[config.mk]
export PLATFORM = sky130hd
export DESIGN_NAME = mli_stair_seq
export DESIGN_NICKNAME = d
export VERILOG_FILES = /design/src/rtl/mli_seq_pkg.sv /design/src/rtl/mli_step_tick.sv /design/src/rtl/mli_phase_fsm.sv /design/src/rtl/mli_gate_drive.sv /design/src/rtl/mli_stair_seq.sv
export SDC_FILE = /design/constraint.sdc
export NUM_CORES = 1
export LEC_CHECK = 0
export ABC_AREA = 1
export ABC_CLOCK_PERIOD_IN_PS = 1130
export BUFFER_PORTS_ARGS = -buffer_cell sky130_fd_sc_hd__buf_2
export CAP_MARGIN = 20
export CORE_MARGIN = 1.5
export CORE_UTILIZATION = 45
export DETAILED_ROUTE_END_ITERATION = 8
export GPL_TIMING_DRIVEN = 0
export PLACE_DENSITY_LB_ADDON = 0.1
export SETUP_SLACK_MARGIN = 0.05
export SLEW_MARGIN = 0
export SYNTH_ARGS = -nofsm -noshare
export SYNTH_HDL_FRONTEND = slang
export SYNTH_SLANG_ARGS = --single-unit
[constraint.sdc]
create_clock -name clk -period 1.13 [get_ports clk]
set_input_delay 0 -clock clk [delete_from_list [all_inputs] [get_ports clk]]
set_output_delay 0 -clock clk [all_outputs]
set_load 0.02 [all_outputs]
[src/rtl/mli_seq_pkg.sv]
package mli_seq_pkg;

    typedef enum logic [1:0] {
        PH_POS_RISE = 2'd0,
        PH_POS_FALL = 2'd1,
        PH_NEG_RISE = 2'd2,
        PH_NEG_FALL = 2'd3
    } phase_t;

    localparam int LEG_T1 = 0;
    localparam int LEG_T2 = 1;
    localparam int LEG_T3 = 2;
    localparam int LEG_T4 = 3;
    localparam int LEGS   = 4;

    function automatic logic phase_is_neg(input phase_t ph);
        return (ph == PH_NEG_RISE) || (ph == PH_NEG_FALL);
    endfunction

    function automatic logic phase_is_fall(input phase_t ph);
        return (ph == PH_POS_FALL) || (ph == PH_NEG_FALL);
    endfunction

endpackage

[src/rtl/mli_step_tick.sv]
module mli_step_tick #(
    parameter int DIV = 1250
) (
    input  logic clk,
    input  logic rst,
    input  logic en,
    output logic tick
);

    generate
        if (DIV <= 1) begin : g_direct
            assign tick = en;
        end else begin : g_div
            localparam int PW = $clog2(DIV);
            localparam logic [PW-1:0] LAST = PW'(DIV - 1);
            logic [PW-1:0] pre_q;

            assign tick = en && (pre_q == LAST);

            always_ff @(posedge clk) begin
                if (rst) begin
                    pre_q <= '0;
                end else if (en) begin
                    pre_q <= tick ? '0 : pre_q + 1'b1;
                end
            end
        end
    endgenerate

endmodule

[src/rtl/mli_phase_fsm.sv]
module mli_phase_fsm
    import mli_seq_pkg::*;
#(
    parameter int STEP_W = 2
) (
    input  logic              clk,
    input  logic              rst,
    input  logic              tick,
    output phase_t            phase,
    output logic [STEP_W-1:0] step
);

    localparam logic [STEP_W-1:0] STEP_LAST = '1;

    phase_t phase_q, phase_d;
    logic [STEP_W-1:0] step_q, step_d;
    logic quarter_done;

    assign quarter_done = tick && (step_q == STEP_LAST);

    always_comb begin
        phase_d = phase_q;
        unique case (phase_q)
            PH_POS_RISE: if (quarter_done) phase_d = PH_POS_FALL;
            PH_POS_FALL: if (quarter_done) phase_d = PH_NEG_RISE;
            PH_NEG_RISE: if (quarter_done) phase_d = PH_NEG_FALL;
            PH_NEG_FALL: if (quarter_done) phase_d = PH_POS_RISE;
            default:                       phase_d = PH_POS_RISE;
        endcase
    end

    always_comb begin
        step_d = tick ? step_q + 1'b1 : step_q;
    end

    always_ff @(posedge clk) begin
        if (rst) begin
            phase_q <= PH_POS_RISE;
        end else begin
            phase_q <= phase_d;
        end
    end

    always_ff @(posedge clk) begin
        if (rst) begin
            step_q <= '0;
        end else begin
            step_q <= step_d;
        end
    end

    assign phase = phase_q;
    assign step  = step_q;

endmodule

[src/rtl/mli_gate_drive.sv]
module mli_gate_drive
    import mli_seq_pkg::*;
#(
    parameter int NBR = 2
) (
    input  logic                    clk,
    input  logic                    rst,
    input  logic                    en,
    input  phase_t                  phase,
    input  logic [NBR-1:0]          step,
    output logic [LEGS*NBR-1:0]     gate_en,
    output logic signed [NBR:0]     level
);

    localparam int LW = NBR + 1;

    logic [NBR-1:0] mag;
    logic           neg;
    logic signed [LW-1:0] mag_s;

    assign neg   = phase_is_neg(phase);
    assign mag   = phase_is_fall(phase) ? ~step : step;
    assign mag_s = $signed({1'b0, mag});

    generate
        for (genvar b = 0; b < NBR; b++) begin : g_bridge
            logic [LEGS-1:0] leg_q;
            always_ff @(posedge clk) begin
                if (rst || !en) begin
                    leg_q <= '0;
                end else begin
                    leg_q[LEG_T1] <= !neg;
                    leg_q[LEG_T2] <= neg && mag[b];
                    leg_q[LEG_T3] <= neg;
                    leg_q[LEG_T4] <= !neg && mag[b];
                end
            end
            assign gate_en[LEGS*b +: LEGS] = leg_q;
        end
    endgenerate

    always_ff @(posedge clk) begin
        if (rst || !en) begin
            level <= '0;
        end else begin
            level <= neg ? -mag_s : mag_s;
        end
    end

endmodule

[src/rtl/mli_stair_seq.sv]
module mli_stair_seq
    import mli_seq_pkg::*;
#(
    parameter int DIV = 1250,
    parameter int NBR = 2
) (
    input  logic                 clk,
    input  logic                 rst,
    input  logic                 en,
    output logic [4*NBR-1:0]     gate_en,
    output logic signed [NBR:0]  level
);

    logic           tick;
    phase_t         phase;
    logic [NBR-1:0] step;

    mli_step_tick #(.DIV(DIV)) u_tick (
        .clk  (clk),
        .rst  (rst),
        .en   (en),
        .tick (tick)
    );

    mli_phase_fsm #(.STEP_W(NBR)) u_fsm (
        .clk   (clk),
        .rst   (rst),
        .tick  (tick),
        .phase (phase),
        .step  (step)
    );

    mli_gate_drive #(.NBR(NBR)) u_drive (
        .clk     (clk),
        .rst     (rst),
        .en      (en),
        .phase   (phase),
        .step    (step),
        .gate_en (gate_en),
        .level   (level)
    );

endmodule

==> Yosys cells after proc, flatten, opt, wreduce, memory -nomap -nowiden <==
Cells that the tools add are included.
{ "word_totals": {"register_bits": 26, "out_inout_bits": 11, "wordCells": 43} }
{ "op_classes": {"n_addsub": 3, "eq_ne": 9, "mux": 8, "n_bitwise": 2, "reduce_logical": 14} }
{ "op_table": {"columns": ["operator", "n"], "rows": [
  ["2-to-1 mux 2 bit", 6],
  ["adder 11 x 1 -> 11 bit (second input constant)", 1],
  ["== test 11 bit (second input constant)", 1],
  ["2-to-1 mux 11 bit", 1],
  ["case mux 2 bit (4 select lines)", 1],
  ["== test 2 bit (second input constant)", 3],
  ["logical AND 1 bit", 6],
  ["!= test 2 bit (second input constant)", 3],
  ["AND reduction 4 bit", 1],
  ["logical OR 1 bit", 3],
  ["negator 2 -> 3 bit", 1],
  ["adder 2 x 1 -> 2 bit (second input constant)", 1],
  ["== test 2 x 1 -> 1 bit (second input constant)", 1],
  ["logical NOT 1 bit", 2],
  ["logical NOT 2 bit", 1],
  ["!= test 2 x 1 -> 1 bit (second input constant)", 1],
  ["NOT 2 bit", 1],
  ["OR reduction 2 bit", 1],
  ["NOT 1 bit", 1]
]} }

==> Depth between registers and ports, before layout <==
Gate-level depths: netlist (run 1).
{ "depth": {"ltp_word": 5, "ltp_mapped": 9, "mapped_depth_nobuf": 9} }

==> Modules after synthesis <==
A second synthesis (run 1) with hierarchy kept.
{ "unflattened": {"cells_unflattened": 167, "area_unflattened_um2": 1227.4} }
{ "by_module_without_submodules": {"columns": ["module", "instances", "cells_per_inst", "area_per_inst_um2", "seq_area_each_um2"], "rows": [
  ["mli_step_tick", 1, 94, 638.1, 220.2],
  ["mli_gate_drive", 1, 42, 337.8, 180.2],
  ["mli_phase_fsm", 1, 31, 251.5, 80.1]
]} }

==> Least setup slack after synthesis (run 1) <==
Ideal clock, no wire load.
{ "synth_path": {"path_kind": "register to register", "startpoint": "register u_fsm.phase_q[0] (netlist: u_fsm.phase[0])", "endpoint": "register u_fsm.phase_q[0] (netlist: u_fsm.phase[0])", "setup_ns": 0.115, "arrival_ns": 1.138, "t_required_ns": 1.015, "path_slack_ns": -0.122, "stages_incl_launch_ff": 6, "n_path_buf": 0, "cell_sequence": "dfxtp_1 > inv_1 > ha_1 > or2_2 > a21oi_1 > nor2_1"} }
{ "synth_via": {"elab_chain_cells": 3, "elab_cells_between_ends": 10, "cone_classes": "eq/ne (7); mux (1); reduce/logical (2)"} }
{ "synth_lines": {"columns": ["element", "line_no", "rtl"], "rows": [
  ["from (decl)", "mli_phase_fsm.sv:15", "phase_t phase_q, phase_d;"],
  ["from (signal assigned)", "mli_phase_fsm.sv:40", "phase_q <= phase_d;"],
  ["== test 2 bit, or another cell as far along", "mli_phase_fsm.sv:23", "unique case (phase_q)"],
  ["!= test 2 bit (no line) / != test 2 x 1 -> 1 bit (equally long branches)", null, null],
  ["AND reduction 4 bit (no line)", null, null]
]} }
Several ways; a longest one is shown, not always the timed one.
A chain may end at the register's enable or synchronous reset.

==> Worst setup path after layout (run 1) <==
{ "layout_path": {"startpoint": "register u_tick.g_div.pre_q[1]", "endpoint": "register u_tick.g_div.pre_q[2]"} }
{ "layout_via": {"elab_chain_cells": 3, "elab_cells_between_ends": 4, "cone_classes": "add/sub (1); eq/ne (1); mux (1); reduce/logical (1)"} }
{ "layout_lines": {"columns": ["element", "line_no", "rtl"], "rows": [
  ["from (decl)", "mli_step_tick.sv:16", "logic [PW-1:0] pre_q;"],
  ["from (signal assigned)", "mli_step_tick.sv:24", "pre_q <= tick ? '0 : pre_q + 1'b1;"],
  ["branches (longest 2 deep; another with adder 11 x 1 -> 11 bit)", null, null],
  ["2-to-1 mux 11 bit (*)", "mli_step_tick.sv:24", null]
]} }
Mark *: on every way between the ends.

==> metrics, run 1 <==
endpoints failing setup=14; initial antenna violation count=0; r2r setup slk=-0.19 ns; DR vias/cell=4.91; Ys Warns=0; total CTS buffers=3; most common cell after layout, fill and taps aside=nand2_1; PortBufs=13; Startpoint Class=flip-flop; crit path max-delay cell type=dfxtp_4; Final Worst Setup Slack=-0.191 ns; largest cells by area after synthesis=dfxtp_1 43%, ha_1 8.9%, nor2_1 8.1%; largest net degree at the start of global routing=15; number of distinct library cells after synthesis=26; commonest non-fill, non-tap cells in the layout=18 x nand2_1, 16 x nor2_1, 16 x dfxtp_1; DPL Wire Length=~1500 µm; status=finished, violations left; FILL cells=175; Layout Utilization=0.684; Sum Neg Setup Slack=-2.05 ns; Yosys top cell by area=dfxtp_1; cell-by-cell trace of the critical path=inv_2, ha_4, nand2_4, nor2_4, buf_4, nand3_4, nand2_4, buf_12, nor3b_2; chip width=52.9 µm; WL/cell=between 10 and 15 µm; die height=approximately 53 µm; CP dominant cell by count=nand2_4; Relative slew margins=0.837; crit path DAT=1.58 ns; Post-Route WL=2270 µm; Buf+Inv Stages, Crit Path=3; synthesis-to-layout area growth=39.1%; initial DRC count=20; Worst Path Class, Setup=reg -> reg; core box area=approximately 0.0023 mm²; Post-Syn Area=0.00112 mm²; Tcrit/Tclk final=1.17; largest stage delay on the critical path=~0.37 ns; Max Clk Rate=~0.76 GHz; CTS H-tree depth=1; Power Total=roughly 1.6 mW; Initial Util=0.491; FF-to-FF path depth=9; Hold WS=about 0.072 ns; failing checks=negative setup slack; Final Hold Viols=0; DRC viols=0; max-cap viol count=0; Power Dens Cells=a little over 1000 mW/mm²; Rows=17; hold crit path type=in -> reg; Setup WS pre-CTS=-0.177 ns; worst setup path startpoint=u_tick.g_div.pre_q[1]$_SDFFE_PP0P_; maximum clock path buffer count=2; CP max FO=5; Pleak=0.669 nW; ANT nets after route=0; fraction of layout cells with a size suffix above 1=0.433; RSZ-0062 raised after global routing=yes; CTS tree=yes; number of cells on the critical path=9; Total GRT Usage=0.175; layout net count=roughly 180; Slew Limit Fails=0; Worst R2R End=u_tick.g_div.pre_q[2]$_SDFFE_PP0P_; Peak VDD IR=0.684 mV; critical path endpoint=u_tick.g_div.pre_q[2]$_SDFFE_PP0P_; Antenna diodes=0; Mapped Nets=between 150 and 200; fin crit period=1.32 ns; io pins=14; grt ovf=0; Mean Syn Cell Area=roughly 7.8 µm²; Sink Count=24; vias in the first global route=~860; Top delay family on crit path=simple AND/OR/NAND/NOR gates; HP Start=en; Data required, critical path=1.39 ns; CTS Root Cell=clkbuf_4; Synth Instances=roughly 140; register area share after synthesis=0.430; Skew-Pair Late Insertion Delay=between 0.3 and 0.4 ns; #FFs+latches synth=24; Synth top area share=0.430; Worst Clk Skew=0.00434 ns; global-route wire length before repair=~3500 µm; clk slew on worst S/H paths=~0.14 ns; Reg2Reg Launch Point=u_tick.g_div.pre_q[1]$_SDFFE_PP0P_; gpl congestion=roughly 0.76; Die ar.=approximately 0.0028 mm²; drt first pass iters=4; Tightest Pin Transition=about 0.24 ns; critical path capture point type=flip-flop; vias=between 900 and 1,000
==> cell usage after synthesis (all sizes together) <==
library cell   n
nand4          1
nor3           2
o21ai          5
a21oi          9
nor3b          2
o21a           1
o31ai          1
inv           21
buf            2
ha             8
xnor2          2
xor2           1
and3           1
nand2         23
nor2          26
or2            3
nand3b         1
dfxtp         24
nand3         10
==> what timing repair did <==
item | in CTS | in global routing
gates resized for setup | 18 | 24
pin swaps | 7 | 7
endpoints found under the hold margin | 4 | 0
hold buffers | 2 | 0
setup buffers | 7 | 2
gates cloned | 0 | 0
endpoints found under the setup margin | 17 | 21
==> cell type report <==
class	instances	area, µm²	area share
repair buffers	24	169	0.109
inverters	21	83.8	0.0539
clock buffers	3	22.5	0.0145
clock inverters	1	30.0	0.0193
well taps	28	35.0	0.0225
flip-flops and latches	24	498	0.320
plain buffers	2	15.0	0.00965
multi-input cells	96	703	0.452
==> kinds of logic (layout without fill, tap and decap cells) <==
kind of cell,Yosys count,count (layout),synth area share
buffers and inverters,23,51,0.0839
AO/OA/AOI/OAI,16,16,0.0828
adder cells (fa/ha/maj),8,8,0.0895
AND/OR/NAND/NOR,69,69,0.291
flip-flops,24,24,0.430
XOR/XNOR,3,3,0.0235
==> state kept, by name, indices dropped and copies added, names as in the netlist <==
register	count
u_drive.level	3
u_tick.g_div.pre_q	11
u_drive.g_bridge.leg_q	6
u_fsm.phase	2
u_fsm.step	2
==> tightest hold or removal path, delay by kind of cell <==
| kind | cells | cell delay, ns |
|---|---|---|
| buffers and inverters | 1 | 0.16 |
| AND/OR/NAND/NOR | 3 | 0.20 |
==> worst min path at each step <==
| stage | end | slack [ns] | cells after the start |
|---|---|---|---|
| final | u_tick.g_div.pre_q[3]$_SDFFE_PP0P_ | 0.07 | 4 |
| after global routing | u_tick.g_div.pre_q[2]$_SDFFE_PP0P_ | 0.08 | 3 |
| after CTS | u_tick.g_div.pre_q[3]$_SDFFE_PP0P_ | 0.07 | 4 |
| after detailed placement | u_tick.g_div.pre_q[3]$_SDFFE_PP0P_ | 0.26 | 2 |
| after global placement | u_tick.g_div.pre_q[3]$_SDFFE_PP0P_ | 0.26 | 2 |
| after floorplan | u_tick.g_div.pre_q[3]$_SDFFE_PP0P_ | 0.07 | 1 |
==> metal layers <==
| layer | GRT usage | vias up | routed length [µm] |
|---|---|---|---|
| li1 | - | 508 | - |
| met1 | 0.220 | 440 | 1040 |
| met2 | 0.281 | 22 | 1070 |
| met3 | 0.0339 | 8 | 94 |
| met4 | 0.0897 | 0 | 60 |
| met5 | 0 | - | 0 |
==> report_power, final <==
part | total (mW) | internal, mW | switching (mW)
logic | 0.111 | 0.0516 | 0.0598
registers | 0.863 | 0.852 | 0.0109
clock network | 0.633 | 0.359 | 0.275
total | 1.61 | 1.26 | 0.345
==> per-stage QoR <==
step / cell area (µm²) / instances
floorplan: 1170 / 143
global placement: 1270 / 184
detailed placement: 1270 / 184
CTS: 1460 / 197
global route: 1560 / 199
finish: 1560 / 199
Note: power is estimated with default switching activity, not from simulation.
==> run 2, diff against run 1 <==
Settings changed: CELL_PAD_IN_SITES_DETAIL_PLACEMENT set to 0, CELL_PAD_IN_SITES_GLOBAL_PLACEMENT set to 1, CORE_UTILIZATION 45 to 37.
==> run 2 against run 1 <==
Against the previous run: the run still ends with negative setup slack left; clock skew about the same; non-clock buffer count stayed put; register-to-register slack improved by 0.02 ns; first-iteration DRC count down 10%; worst hold slack improved by 0.017 ns; cell area is 1.1% lower; global-route usage down 3.6 points; sequential cell count unchanged.
==> metrics, run 2 (synthesis results as in run 1) <==
status=finished, violations left; failing checks=negative setup slack; multi-input combinational cell area=681 µm²; CTS tree=yes; chip width=around 58 µm; layer with the highest usage=met2; HP Start=en; Pleak=around 0.66 nW; die height=approximately 58 µm; Setup WS pre-CTS=-0.214 ns; WL/cell=about 11 µm; io pins=14; Final Hold Viols=0; Startpoint Class=flip-flop; Relative slew margins=0.815; commonest non-fill, non-tap cells in the layout=19 x nand2_1, 19 x nor2_1, 18 x dfxtp_1; Power Dens Cells=approximately 1000 mW/mm²; drt first pass iters=6; Final Worst Setup Slack=-0.166 ns; Max Clk Rate=0.771 GHz; hold crit path type=in -> reg; Rows=19; largest net degree at the start of global routing=15; grt ovf=0; clk slew on worst S/H paths=approximately 0.14 ns; DPL Wire Length=1560 µm; largest stage delay on the critical path=~0.39 ns; worst setup path startpoint=u_tick.g_div.pre_q[1]$_SDFFE_PP0P_; Skew-Pair Late Insertion Delay=roughly 0.32 ns; synthesis-to-layout area growth=37.6%; Die ar.=0.00336 mm²; CTS Root Cell=clkbuf_4; Tightest Pin Transition=between 0.2 and 0.3 ns; met2 Resource Use GR=0.208; CP max FO=5; global-route wire length before repair=3560 µm; Top reg by flops=u_tick.g_div.pre_q; crit path DAT=between 1.5 and 2 ns; Post-Route WL=roughly 2200 µm; maximum clock path buffer count=2; DR vias/cell=approximately 4.7; Tcrit/Tclk final=1.15; Initial Util=0.399; max-cap viol count=0; total CTS buffers=3; RSZ-0062 raised after global routing=yes; routing usage on met3=0.0268; Peak VDD IR=just over 0.5 mV; Antenna diodes=0; core box area=roughly 0.0028 mm²; vias=between 900 and 1,000; Seq. cell area=about 500 µm²; layout net count=~180; Reg2Reg Launch Point=u_tick.g_div.pre_q[1]$_SDFFE_PP0P_; initial DRC count=18; vias in the first global route=just under 800; crit path max-delay cell type=dfxtp_4; ANT nets after route=0; Worst Clk Skew=between 0.004 and 0.005 ns; gpl congestion=0.804; cell-by-cell trace of the critical path=inv_4, ha_4, nand2_4, nor2_4, nand3_2, nand2_4, inv_4, nand2_1, o31ai_1; Slew Limit Fails=0; Sink Count=24; Final Cell Area=0.00154 mm²; DRC viols=0; CTS H-tree depth=1; M1 GR Usage=0.195; PortBufs=13; fin crit period=roughly 1.3 ns; Total GRT Usage=0.139; endpoints failing setup=13; max reg flops=11; critical path capture point type=flip-flop; Data required, critical path=1.35 ns; FILL cells=between 200 and 300; Area after DPL=approximately 0.0013 mm²; initial antenna violation count=0; top flop regs=u_tick.g_div.pre_q: 11 flops, u_drive.g_bridge.leg_q: 6 flops, u_drive.level: 3 flops; Worst Path Class, Setup=reg -> reg; fraction of layout cells with a size suffix above 1=0.398
-- run 2: cell counts in the layout (fill, tap and decap cells not counted) --
No cell type changed its count.
-- run 2: final timing paths --
| check | to | slack, ns | cells after the start |
|---|---|---|---|
| setup / recovery | u_tick.g_div.pre_q[1]$_SDFFE_PP0P_ | -0.17 | 9 |
| hold / removal | u_tick.g_div.pre_q[2]$_SDFFE_PP0P_ | 0.09 | 3 |
| setup reg to reg | u_tick.g_div.pre_q[1]$_SDFFE_PP0P_ | -0.17 | 9 |
| hold reg to reg | u_tick.g_div.pre_q[7]$_SDFFE_PP0P_ | 0.45 | 2 |
-- run 2: through the flow --
stage          power, mW  hold WS, ns  std cells   util  setup TNS [ns]
2_1_floorplan      0.926       0.0716        143      -          -0.188
3_3_place_gp       0.949        0.260        187  0.453           -1.62
3_5_place_dp       0.951        0.264        187  0.453           -1.96
4_1_cts             1.61       0.0789        201  0.526           -1.54
5_1_grt             1.67       0.0874        202  0.549           -2.92
6_report            1.61       0.0888        202  0.549           -1.80
-- run 2: routing by layer --
metal / vias to the layer above / routed length (µm)
met2: 13 / 974
li1: 510 / -
met3: 2 / 50
met5: - / 0
met1: 429 / 1180
met4: 0 / 16
-- run 2: layout make-up --
class                           count  share of cell area
Inverter                           21              0.0561
Clock inverter                      1              0.0195
Multi-Input combinational cell     96               0.442
Timing Repair Buffer               24               0.109
Clock buffer                        3              0.0146
Tap cell                           31              0.0252
Buffer                              2             0.00976
Sequential cell                    24               0.324
-- run 2: power by group --
group / leakage [nW] / switching [mW] / internal, mW
registers: 0.198 / 0.0140 / 0.851
logic: 0.434 / 0.0573 / 0.0496
clock network: 0.0279 / 0.279 / 0.359
total: 0.660 / 0.350 / 1.26
-- run 2: what timing repair did --
action | CTS | global route
hold buffers | 2 | 0
pin swaps | 5 | 5
resized for setup | 21 | 15
buffers inserted | 8 | 1
endpoints found under the setup margin | 17 | 21
hold endpoints to repair | 4 | 0
-- run 2: critical path: cells and delay by family, from the launching register on --
kind / cells / cell delay, ns
adder cells (fa/ha/maj): 1 / 0.13
AND/OR/NAND/NOR: 5 / 0.51
AO/OA/AOI/OAI: 1 / 0.06
buffers and inverters: 2 / 0.12
flip-flops: 1 / 0.39
